File: src/rtl/sb_pkg.sv
package sb_pkg;

    // Life cycle of one functional-unit status record
    typedef enum logic [1:0] {
        U_IDLE     = 2'd0,
        U_WAIT_OPS = 2'd1,
        U_EXEC     = 2'd2,
        U_DONE     = 2'd3
    } unit_state_e;

endpackage

File: src/rtl/sb_result_table.sv
module sb_result_table #(
    parameter int NUM_REGS = 8,
    parameter int TAGW     = 3,
    localparam int REGW    = (NUM_REGS > 1) ? $clog2(NUM_REGS) : 1
) (
    input  logic            clk,
    input  logic            rst,
    input  logic            set_en,
    input  logic [REGW-1:0] set_idx,
    input  logic [TAGW-1:0] set_tag,
    input  logic            clr_en,
    input  logic [REGW-1:0] clr_idx,
    input  logic [REGW-1:0] rd_idx_a,
    input  logic [REGW-1:0] rd_idx_b,
    input  logic [REGW-1:0] rd_idx_d,
    output logic [TAGW-1:0] rd_tag_a,
    output logic [TAGW-1:0] rd_tag_b,
    output logic [TAGW-1:0] rd_tag_d
);

    // Pending-writer tag per register; zero means nobody will write it
    logic [TAGW-1:0] owner [NUM_REGS];

    always_ff @(posedge clk) begin
        if (rst) begin
            for (int i = 0; i < NUM_REGS; i++) begin
                owner[i] <= '0;
            end
        end else begin
            if (clr_en) begin
                owner[clr_idx] <= '0;
            end
            if (set_en) begin
                owner[set_idx] <= set_tag;
            end
        end
    end

    always_comb begin
        rd_tag_a = owner[rd_idx_a];
        rd_tag_b = owner[rd_idx_b];
        rd_tag_d = owner[rd_idx_d];
    end

    // A new owner is only recorded for an unowned register
    AST_NO_DOUBLE_WRITER: assert property (@(posedge clk) disable iff (rst)
        set_en |-> (owner[set_idx] == '0));

    // A writeback always releases a register that had an owner
    AST_CLEAR_OWNED: assert property (@(posedge clk) disable iff (rst)
        clr_en |-> (owner[clr_idx] != '0));

    AST_CLEAR_TAKES: assert property (@(posedge clk) disable iff (rst)
        (clr_en && !(set_en && set_idx == clr_idx)) |=> (owner[$past(clr_idx)] == '0));

endmodule

File: src/rtl/sb_unit.sv
module sb_unit
    import sb_pkg::*;
#(
    parameter int REGW = 3,
    parameter int TAGW = 3
) (
    input  logic            clk,
    input  logic            rst,
    input  logic            iss_en,
    input  logic [REGW-1:0] iss_dst,
    input  logic [REGW-1:0] iss_src1,
    input  logic [REGW-1:0] iss_src2,
    input  logic [TAGW-1:0] iss_q1,
    input  logic [TAGW-1:0] iss_q2,
    input  logic            ex_done,
    input  logic            wb_valid,
    input  logic [TAGW-1:0] wb_tag,
    input  logic            wb_grant,
    output logic            busy,
    output logic            done_ready,
    output logic            rd_grant,
    output logic [REGW-1:0] fi,
    output logic [REGW-1:0] fj,
    output logic [REGW-1:0] fk,
    output logic            rj,
    output logic            rk
);

    unit_state_e state, state_nx;
    logic [TAGW-1:0] qj, qk;

    // State register
    always_ff @(posedge clk) begin
        if (rst) begin
            state <= U_IDLE;
        end else begin
            state <= state_nx;
        end
    end

    // Next state
    always_comb begin
        state_nx = state;
        unique case (state)
            U_IDLE:     if (iss_en)   state_nx = U_WAIT_OPS;  // T_ISSUE
            U_WAIT_OPS: if (rj && rk) state_nx = U_EXEC;      // T_READ
            U_EXEC:     if (ex_done)  state_nx = U_DONE;      // T_FINISH
            U_DONE:     if (wb_grant) state_nx = U_IDLE;      // T_RETIRE
            default:                  state_nx = U_IDLE;
        endcase
    end

    // Outputs decoded from the state and the ready flags
    always_comb begin
        busy       = (state != U_IDLE);
        rd_grant   = (state == U_WAIT_OPS) && rj && rk;
        done_ready = (state == U_DONE);
    end

    // Status record: register fields, producer tags, ready flags
    always_ff @(posedge clk) begin
        if (rst) begin
            fi <= '0;
            fj <= '0;
            fk <= '0;
            qj <= '0;
            qk <= '0;
            rj <= 1'b0;
            rk <= 1'b0;
        end else if (iss_en) begin
            fi <= iss_dst;
            fj <= iss_src1;
            fk <= iss_src2;
            qj <= iss_q1;
            qk <= iss_q2;
            rj <= (iss_q1 == '0);
            rk <= (iss_q2 == '0);
        end else begin
            if (rd_grant) begin
                rj <= 1'b0;
                rk <= 1'b0;
            end
            if (state == U_WAIT_OPS && wb_valid && !rj && qj == wb_tag) begin
                rj <= 1'b1;
                qj <= '0;
            end
            if (state == U_WAIT_OPS && wb_valid && !rk && qk == wb_tag) begin
                rk <= 1'b1;
                qk <= '0;
            end
        end
    end

    AST_READ_THEN_EXEC: assert property (@(posedge clk) disable iff (rst)
        rd_grant |=> (state == U_EXEC && !rj && !rk));

    AST_RETIRE_FROM_DONE: assert property (@(posedge clk) disable iff (rst)
        wb_grant |-> (state == U_DONE));

    AST_RETIRE_FREES: assert property (@(posedge clk) disable iff (rst)
        wb_grant |=> !busy);

    AST_ISSUE_ONLY_IDLE: assert property (@(posedge clk) disable iff (rst)
        iss_en |-> (state == U_IDLE));

endmodule

File: src/rtl/sb_wb_arbiter.sv
module sb_wb_arbiter #(
    parameter int NUM_REQ = 4,
    localparam int IDXW   = (NUM_REQ > 1) ? $clog2(NUM_REQ) : 1
) (
    input  logic [NUM_REQ-1:0] req,
    output logic [NUM_REQ-1:0] grant,
    output logic [IDXW-1:0]    idx,
    output logic               any
);

    // Fixed priority: lowest index wins
    always_comb begin
        grant = '0;
        idx   = '0;
        any   = 1'b0;
        for (int i = 0; i < NUM_REQ; i++) begin
            if (req[i] && !any) begin
                grant[i] = 1'b1;
                idx      = IDXW'(i);
                any      = 1'b1;
            end
        end
    end

endmodule

File: src/rtl/ooo_scoreboard.sv
module ooo_scoreboard
    import sb_pkg::*;
#(
    parameter int NUM_UNITS = 4,
    parameter int NUM_REGS  = 8,
    localparam int OPW      = (NUM_UNITS > 1) ? $clog2(NUM_UNITS) : 1,
    localparam int TAGW     = $clog2(NUM_UNITS + 1),
    localparam int REGW     = (NUM_REGS > 1) ? $clog2(NUM_REGS) : 1
) (
    input  logic                 clk,
    input  logic                 rst,
    input  logic                 iss_valid,
    input  logic [OPW-1:0]       iss_op,
    input  logic [REGW-1:0]      iss_dst,
    input  logic [REGW-1:0]      iss_src1,
    input  logic [REGW-1:0]      iss_src2,
    input  logic [NUM_UNITS-1:0] ex_done,
    output logic                 iss_accept,
    output logic [NUM_UNITS-1:0] rd_grant,
    output logic                 wb_valid,
    output logic [NUM_UNITS-1:0] wb_grant,
    output logic [REGW-1:0]      wb_dst
);

    logic [NUM_UNITS-1:0] unit_busy;
    logic [NUM_UNITS-1:0] unit_done;
    logic [NUM_UNITS-1:0] unit_rj;
    logic [NUM_UNITS-1:0] unit_rk;
    logic [NUM_UNITS-1:0] war_clear;
    logic [NUM_UNITS-1:0] wb_req;
    logic [NUM_UNITS-1:0] iss_en;
    logic [REGW-1:0]      fi_a [NUM_UNITS];
    logic [REGW-1:0]      fj_a [NUM_UNITS];
    logic [REGW-1:0]      fk_a [NUM_UNITS];
    logic [TAGW-1:0]      tag_s1, tag_s2, tag_dst;
    logic [TAGW-1:0]      q1_eff, q2_eff;
    logic [TAGW-1:0]      wb_tag;
    logic [OPW-1:0]       wb_idx;
    logic                 op_ok;

    // Issue condition: target unit free and destination not owned
    always_comb begin
        op_ok      = ({1'b0, iss_op} < (OPW+1)'(NUM_UNITS));
        iss_accept = iss_valid && op_ok && !unit_busy[iss_op] && (tag_dst == '0);
    end

    // Same-cycle wake-up bypass on the sources of the issuing instruction
    always_comb begin
        wb_tag = TAGW'(wb_idx) + TAGW'(1);
        q1_eff = tag_s1;
        q2_eff = tag_s2;
        if (wb_valid && tag_s1 == wb_tag) q1_eff = '0;
        if (wb_valid && tag_s2 == wb_tag) q2_eff = '0;
    end

    sb_result_table #(
        .NUM_REGS (NUM_REGS),
        .TAGW     (TAGW)
    ) u_result (
        .clk      (clk),
        .rst      (rst),
        .set_en   (iss_accept),
        .set_idx  (iss_dst),
        .set_tag  (TAGW'(iss_op) + TAGW'(1)),
        .clr_en   (wb_valid),
        .clr_idx  (wb_dst),
        .rd_idx_a (iss_src1),
        .rd_idx_b (iss_src2),
        .rd_idx_d (iss_dst),
        .rd_tag_a (tag_s1),
        .rd_tag_b (tag_s2),
        .rd_tag_d (tag_dst)
    );

    for (genvar u = 0; u < NUM_UNITS; u++) begin : g_unit
        assign iss_en[u] = iss_accept && (iss_op == OPW'(u));

        sb_unit #(
            .REGW (REGW),
            .TAGW (TAGW)
        ) u_unit (
            .clk        (clk),
            .rst        (rst),
            .iss_en     (iss_en[u]),
            .iss_dst    (iss_dst),
            .iss_src1   (iss_src1),
            .iss_src2   (iss_src2),
            .iss_q1     (q1_eff),
            .iss_q2     (q2_eff),
            .ex_done    (ex_done[u]),
            .wb_valid   (wb_valid),
            .wb_tag     (wb_tag),
            .wb_grant   (wb_grant[u]),
            .busy       (unit_busy[u]),
            .done_ready (unit_done[u]),
            .rd_grant   (rd_grant[u]),
            .fi         (fi_a[u]),
            .fj         (fj_a[u]),
            .fk         (fk_a[u]),
            .rj         (unit_rj[u]),
            .rk         (unit_rk[u])
        );

        // WAR clearance: nobody still needs the old value of this destination
        always_comb begin
            war_clear[u] = 1'b1;
            for (int f = 0; f < NUM_UNITS; f++) begin
                if ((fj_a[f] == fi_a[u] && unit_rj[f]) ||
                    (fk_a[f] == fi_a[u] && unit_rk[f])) begin
                    war_clear[u] = 1'b0;
                end
            end
        end

        assign wb_req[u] = unit_done[u] && war_clear[u];
    end

    sb_wb_arbiter #(
        .NUM_REQ (NUM_UNITS)
    ) u_arb (
        .req   (wb_req),
        .grant (wb_grant),
        .idx   (wb_idx),
        .any   (wb_valid)
    );

    assign wb_dst = fi_a[wb_idx];

    AST_ISSUE_CLAIMS: assert property (@(posedge clk) disable iff (rst)
        iss_accept |=> unit_busy[$past(iss_op)]);

    AST_WB_ONEHOT: assert property (@(posedge clk) disable iff (rst)
        $onehot0(wb_grant) && (wb_valid == (wb_grant != '0)));

    AST_WB_FROM_FINISHED: assert property (@(posedge clk) disable iff (rst)
        wb_valid |-> unit_done[wb_idx]);

    AST_RESET_IDLE: assert property (@(posedge clk)
        rst |=> (unit_busy == '0 && unit_rj == '0 && unit_rk == '0));

endmodule

File: config.mk
export PLATFORM = sky130hd
export DESIGN_NAME = ooo_scoreboard
export DESIGN_NICKNAME = d
export VERILOG_FILES = /design/src/rtl/sb_pkg.sv /design/src/rtl/sb_result_table.sv /design/src/rtl/sb_unit.sv /design/src/rtl/sb_wb_arbiter.sv /design/src/rtl/ooo_scoreboard.sv
export SDC_FILE = /design/constraint.sdc
export NUM_CORES = 1
export LEC_CHECK = 0
export ABC_AREA = 1
export BUFFER_PORTS_ARGS = -buffer_cell sky130_fd_sc_hd__buf_2
export CAP_MARGIN = 20
export CORE_ASPECT_RATIO = 1.75
export CORE_MARGIN = 2
export CORE_UTILIZATION = 35
export DETAILED_ROUTE_END_ITERATION = 12
export REMOVE_ABC_BUFFERS = 1
export SLEW_MARGIN = 20
export SYNTH_ARGS = -nofsm -noshare
export SYNTH_HDL_FRONTEND = slang
export SYNTH_HIERARCHICAL = 1
export SYNTH_SLANG_ARGS = --single-unit
File: constraint.sdc
create_clock -name clk -period 2.7 [get_ports clk]
set_clock_uncertainty 0.15 [all_clocks]
set_input_delay 0.405 -clock clk [delete_from_list [all_inputs] [get_ports clk]]
set_output_delay 0.405 -clock clk [all_outputs]
set_load 0.02 [all_outputs]
==> qor.txt, run 1 <==
WL/cell = 16.0 um
Area contributors post-synth = nand2_1 (22%), dfxtp_1 (19%), nor2_1 (10%)
Post-Syn Area = 7850 um2
Post-Synthesis Cells = 1334
sequential share of the synthesized area = 28.6%
DR vias/cell = 4.94
Layout Area Growth over Synthesis = 40.0%
Die Footprint = 23700 um2
clock tree buffer depth = 2
critical path depth = 18
Placed Instances = 1790
Critical Path Sink = wb_dst[0]
die width = 117 um
# rows = 72
Layout Cells excl Fill = 1830
post-route setup slack = -0.503 ns
Slew Limit Headroom = 66.0%
Switching Share = 37.6%
largest area contributor in the netlist = nand2_1
CP bufs+invs = 7
routability cong. = 0.974
Met3 Routed Length = 1.22 mm
slowest stage delay, CP = 0.34 ns
Worst Setup SP = g_unit[3].u_unit/fi[0]$_SDFFE_PP0P_
clock share of power = 25.4%
Ports = 31
Slew Limit Fails = 0
worst-skew pair later-pin latency = 0.36 ns
Critical-path top delay cell = dfxtp_2
Fin. Hold Viols = 0
status = complete, but fails checks
crit path time final = 3.20 ns
critical path class = reg2out
Num CTS Buffers = 9
Final setup viols = 61
Highest Clock Rate = 312 MHz
Logic pwr share = 40.8%
maxcap violations = 0
Required @ worst endpoint = 2.14 ns
WL met1 = 10.9 mm
total track usage = 24.7%
vias in the first global route = 8827
power per cell area = 450 nW/um2
Slew @ Worst Pin = 0.510 ns
Leak = 5.14 nW
worst reg2reg path endpoint = g_unit[0].u_unit/rj$_SDFFE_PP0P_
CP dominant cell by count = buf_6
Routed WL = 29.3 mm
Avg Cell Area, Syn = 5.89 um2
RSZ-0062 raised after global routing = true
GRT overflow = 0
Ys Warns = 6
Arr. time, crit path = 2.65 ns
Residual DRC = 0
final net count = 1568
via count = 9037
worst hold-check path type = in2reg
slack of the worst reg-to-reg path = -0.41 ns
failing checks = setup timing
initial antenna violation count = 0
Yosys cell types = 31
startpoint type of the worst setup path = flip-flop
crit share post-route = 119%
Crit. End Element = output port
Crit path max-delay family = simple AND/OR/NAND/NOR gates
layout cells sized above 1 = 32.3%
Critical Path Fanout Max = 10
H-tree levels = 3
clock sinks = 100
Pint = 3.09 mW
#FFs+latches synth = 100
Fillers = 2183
height of the die = 202 um
pin count of the biggest net entering global routing = 29
Critical Path, Cell by Cell = buf_12, inv_12, buf_4, nand2_1, nand3_1, nor2_2, nor2_2, nand2_2, nor2_4, nand3_2, nand2_2, buf_6, inv_8, o21ai_2, a21oi_2, a21oi_4, buf_6, buf_6
global-route wire length before repair = 44.9 mm
Synth top area share = 22.1%
core area = 22100 um2
area of the multi-input gates = 5190 um2
Post-CTS Hold Buffers = 0
port bufs = 30
post-route ant nets = 0
Max Used Layer = met4
Starting Density = 35.6%
Diodes inserted = 0
Root Driver = clkbuf_16
sequential share of power = 33.8%
metal2 WL = 15.0 mm
R2R depth = 21
worst vdd ir = 256 uV
setup_tns = -18.89 ns
1st-pass router iterations = 7
clock-pin slew on the worst setup and hold paths = 0.08 ns
CTS tree = done
P_sw = 1.86 mW
RR Startpoint = g_unit[1].u_unit/fi[1]$_SDFFE_PP0P_
Sequential Area = 2310 um2
Post-DP HPWL = 22.2 mm
DR iter-0 viols = 594
[placed cells by master, fill, tap and decap left out, types with 3 or more instances in the layout]
cell / count
xnor2_2: 5
buf_12: 12
inv_6: 6
o21ai_1: 8
clkinv_4: 3
o22ai_1: 4
o21ai_0: 41
dfxtp_2: 15
a21oi_2: 29
clkinvlp_4: 3
nand2_1: 407
nand3_1: 102
dfxtp_1: 49
inv_8: 5
buf_2: 23
nor3_2: 9
clkbuf_16: 9
buf_4: 132
nor2_2: 26
o21ai_2: 7
buf_6: 55
o211ai_1: 9
nand2_2: 54
inv_1: 142
inv_2: 30
ha_1: 20
xnor2_1: 12
nand3_2: 7
nor2_1: 188
nand2_4: 12
nand3_4: 7
a21oi_1: 23
edfxtp_1: 24
nor3_1: 5
dfxtp_4: 12
nor2_4: 11
inv_4: 12
[through the flow]
stage	hold WS (ns)	power (mW)	utilization [%]	setup slack (ns)	area (um2)
6_report	0.241	4.95	49.8	-0.503	11000
5_1_grt	0.257	5.23	49.8	-0.594	11000
4_1_cts	0.234	4.76	46.8	-0.444	10300
3_5_place_dp	0.336	3.28	42.8	-0.720	9440
3_3_place_gp	0.335	3.26	42.8	-0.675	9440
2_1_floorplan	0.314	2.62	-	-0.715	7490
[worst register-to-register path, stage by stage, from the launching register on]
cell and delay [ns]:
dfxtp_2 0.34, buf_4 0.18, nand2_1 0.10, o211ai_1 0.13, nor2_2 0.07, nor2_2 0.14, nand2_2 0.09, nor2_4 0.14
nor2_4 0.06, nand3_2 0.09, nand2_2 0.09, ha_4 0.34, buf_6 0.12, xnor2_2 0.10, nand4_1 0.19, nand2_1 0.16
inv_4 0.08, nor3_4 0.21, nand2_1 0.11, nand3_2 0.06, nand2_1 0.04, inv_1 0.06
[how the worst min path moves through the flow]
stage                                              startpoint                             endpoint  slack [ns]  cells past startpoint
after detailed placement  g_unit[0].u_unit/qj[1]$_SDFFE_PP0P_  g_unit[0].u_unit/qj[1]$_SDFFE_PP0P_        0.34                      2
after global routing                              iss_src1[1]  g_unit[1].u_unit/fj[1]$_SDFFE_PP0P_        0.26                      3
after global placement    g_unit[1].u_unit/qj[1]$_SDFFE_PP0P_  g_unit[1].u_unit/qj[1]$_SDFFE_PP0P_        0.33                      2
final                                             iss_src1[1]  g_unit[1].u_unit/fj[1]$_SDFFE_PP0P_        0.24                      3
after floorplan           g_unit[0].u_unit/qj[0]$_SDFFE_PP0P_  g_unit[0].u_unit/qj[0]$_SDFFE_PP0P_        0.31                      2
after CTS                                         iss_src1[1]  g_unit[1].u_unit/fj[1]$_SDFFE_PP0P_        0.23                      3
[kinds of logic (layout without fill, tap and decap cells)]
kind of cell	count (synthesis)	after routing	synth area share (%)
AO/OA/AOI/OAI	125	125	8.60
flip-flops	100	100	28.6
XOR/XNOR	19	19	2.12
AND/OR/NAND/NOR	833	833	42.8
adder cells (fa/ha/maj)	21	21	3.35
buffers and inverters	236	436	14.6
[Yosys cell counts]
library cell / n
inv_6: 6
o21ai_2: 4
nor2_2: 9
nand2_2: 10
o211ai_2: 1
buf_6: 23
inv_2: 17
buf_2: 9
ha_1: 21
edfxtp_1: 24
xnor2_1: 17
nor4_2: 1
nor3_1: 15
o21ai_0: 44
xor2_1: 2
o21ai_1: 9
inv_1: 166
nor2_1: 216
nand2_1: 463
a21oi_1: 54
dfxtp_1: 76
o22ai_1: 4
o211ai_1: 9
nor4b_1: 1
clkbuf_2: 2
nand4_1: 1
inv_4: 6
buf_4: 6
nand3_1: 116
inv_8: 1
nand3b_1: 1
[sequential cells by signal (all words and copies together) (netlist names)]
name and count:
g_unit.u_unit/state 8, g_unit.u_unit/fk 12, g_unit.u_unit/rj 4, g_unit.u_unit/fj 12, g_unit.u_unit/qk 12, g_unit.u_unit/fi 12
g_unit.u_unit/rk 4, u_result/owner 24, g_unit.u_unit/qj 12
[metal layers]
layer / vias up / global-route usage [%]
met3: 132 / 2.52
met4: 0 / 17.6
met1: 4096 / 26.8
li1: 4502 / -
met2: 307 / 43.2
met5: - / 0
[layout make-up]
type	count	share of cell area, %
Clock inverter	7	0.546
Inverter	196	7.74
Sequential cell	100	21.0
Clock buffer	9	2.05
Tap cell	296	3.37
Multi-Input combinational cell	998	47.2
Timing Repair Buffer	224	18.2
[repair_timing]
action | 4_1_cts | 5_1_grt
gates resized for setup | 155 | 188
endpoints found under the setup margin | 64 | 72
gates cloned | 0 | 0
buffers inserted | 22 | 18
pin swaps | 30 | 84
[power by group through the flow]
stage	logic, mW	clock network [mW]	registers, mW
2_1_floorplan	0.899	0	1.72
3_3_place_gp	1.56	0	1.70
3_5_place_dp	1.58	0	1.70
4_1_cts	1.80	1.29	1.67
5_1_grt	2.20	1.34	1.68
6_report	2.02	1.26	1.67
No activity file was read; power rests on OpenSTA's default activity.
==> run 2: changes to the inputs <==
BUFFER_PORTS_ARGS = -buffer_cell sky130_fd_sc_hd__clkbuf_2   (was -buffer_cell sky130_fd_sc_hd__buf_2)
CTS_CLUSTER_DIAMETER = 150   (was unset)
==> qor.txt, run 2 (synthesis results as in run 1) <==
status = complete, but fails checks
failing checks = setup timing
final net count = 1558 (-0.64%)
DR vias/cell = 4.97 (+0.73%)
startpoint type of the worst setup path = flip-flop
most common cell after layout, fill and taps aside = nand2_1
Sequential Area = 2310 um2 (about the same)
routability cong. = 0.938 (-3.7%)
H-tree levels = 3 (unchanged)
critical path class = reg2out
power per cell area = 470 nW/um2 (+4.4%)
1st-pass router iterations = 5 (-2)
most frequent cells in the layout = nand2_1 (425), nor2_1 (193), inv_1 (137)
Fin. Hold Viols = 0 (unchanged)
overall power = 5.08 mW (+2.7%)
crit share post-route = 117% (-1.4 points)
port bufs = 30 (unchanged)
Residual DRC = 0 (unchanged)
Final setup viols = 62 (+1.6%)
post-layout util = 49.0% (-0.82 points)
clock tree buffer depth = 2 (unchanged)
die width = 117 um (unchanged)
Starting Density = 35.6% (unchanged)
worst vdd ir = 304 uV (+19%)
crit path time final = 3.16 ns (-0.0383 ns)
Arr. time, crit path = 2.61 ns (-0.04 ns)
Required @ worst endpoint = 2.14 ns (about the same)
post-route setup slack = -0.464 ns (+0.0383 ns)
Critical-path top delay cell = dfxtp_2
setup_tns = -20.10 ns (-1.21 ns)
post-route ant nets = 0 (unchanged)
worst hold-check path type = in2reg
Die Footprint = 23700 um2 (unchanged)
Root Driver = clkbuf_16
global-route wire length before repair = 44.9 mm (about the same)
CTS tree = done
Crit path max-delay family = buffers and inverters
maxcap violations = 0 (unchanged)
via count = 9053 (+0.18%)
# rows = 72 (unchanged)
DR iter-0 viols = 585 (-1.5%)
area of the multi-input gates = 5070 um2 (-2.2%)
Layout Area Growth over Synthesis = 37.7%
CP bufs+invs = 6 (-1)
layout cells sized above 1 = 29.7% (-2.7 points)
WL/cell = 15.8 um (-1.3%)
Highest Clock Rate = 316 MHz (+1.2%)
Critical Path, Cell by Cell = inv_1, nand2_1, o211ai_1, nor2_2, nor2_4, nand2_4, nor2_4, inv_1, nand2_2, nand2_2, buf_6, buf_4, a21oi_4, a21oi_2, buf_4, clkbuf_8
worst-skew pair later-pin latency = 0.37 ns (about the same)
Diodes inserted = 0 (unchanged)
initial antenna violation count = 0 (unchanged)
Ports = 31 (unchanged)
Fillers = 2192 (+0.41%)
Post-DP HPWL = 21.9 mm (-1.6%)
max reg flops = 24 (unchanged)
Slew @ Worst Pin = 0.610 ns (+0.0997 ns)
slowest stage delay, CP = 0.37 ns (+0.03 ns)
vias in the first global route = 8747 (-0.91%)
height of the die = 202 um (unchanged)
Num CTS Buffers = 9 (unchanged)
GRT overflow = 0 (unchanged)
Leak = 5.07 nW (-1.4%)
pin count of the biggest net entering global routing = 29 (unchanged)
Slew Limit Fails = 0 (unchanged)
core area = 22100 um2 (unchanged)
total track usage = 24.7% (+0.034 points)
RSZ-0062 raised after global routing = true
Crit. End Element = output port
clock sinks = 100 (unchanged)
Largest Register = u_result/owner
clock-pin slew on the worst setup and hold paths = 0.08 ns (about the same)
Critical Path Fanout Max = 6 (-4)
Slew Limit Headroom = 59.3% (-6.7 points)
Routed WL = 28.8 mm (-1.8%)
-- run 2: worst paths after layout --
path                                                          start                                  end  slack (ns)  cells after the start
worst max-delay path            g_unit[1].u_unit/fj[2]$_SDFFE_PP0P_                            wb_dst[1]       -0.46                     16
worst min-delay path                                    iss_src1[1]  g_unit[1].u_unit/fj[1]$_SDFFE_PP0P_        0.19                      3
worst max register to register  g_unit[1].u_unit/fj[2]$_SDFFE_PP0P_     g_unit[3].u_unit/rj$_SDFFE_PP0P_       -0.46                     22
worst min register to register  g_unit[2].u_unit/qj[1]$_SDFFE_PP0P_  g_unit[2].u_unit/qj[1]$_SDFFE_PP0P_        0.35                      2
-- run 2: power by group --
| part | internal [mW] | leakage [nW] | total, mW | switching [mW] |
|---|---|---|---|---|
| registers | 1.61 | 0.880 | 1.68 | 0.0702 |
| clock network | 0.805 | 0.158 | 1.42 | 0.613 |
| logic | 0.835 | 4.03 | 1.99 | 1.15 |
| total | 3.25 | 5.07 | 5.08 | 1.83 |
-- run 2: worst min-delay path, cell delays in order --
cell	delay (ns)
clkbuf_2	0.14
nor2_1	0.06
nor2_1	0.08
-- run 2: area by class of cell --
type	instances	area share, %
Tap cell	296	3.43
Clock inverter	4	0.498
Timing Repair Buffer	214	17.7
Inverter	196	7.71
Multi-Input combinational cell	998	46.9
Sequential cell	100	21.3
Clock buffer	12	2.48
-- run 2: stage by stage --
stage | instances | hold WS [ns] | cell area [um2] | setup WS (ns)
2_1_floorplan | 1294 | 0.314 | 7490 | -0.715
3_3_place_gp | 1774 | 0.333 | 9300 | -0.666
3_5_place_dp | 1774 | 0.339 | 9300 | -0.727
4_1_cts | 1810 | 0.172 | 10400 | -0.417
5_1_grt | 1820 | 0.210 | 10800 | -0.650
6_report | 1820 | 0.187 | 10800 | -0.464
-- run 2: per-layer routing --
layer / part of all wire (%) / track usage [%] / up-vias / wire [um]
li1: - / - / 4490 / -
met1: 38 / 27.7 / 4192 / 10900
met2: 51 / 43.6 / 255 / 14800
met3: 3.8 / 2.19 / 116 / 1100
met4: 7.0 / 15.4 / 0 / 2020
met5: 0 / 0 / - / 0
-- run 2: timing repair --
| action | CTS | global route |
|---|---|---|
| hold buffers | 0 | 0 |
| pin swaps | 65 | 46 |
| gates resized for setup | 207 | 109 |
| setup endpoints to repair | 75 | 99 |
| hold endpoints to repair | 0 | 0 |
| setup buffers | 24 | 13 |
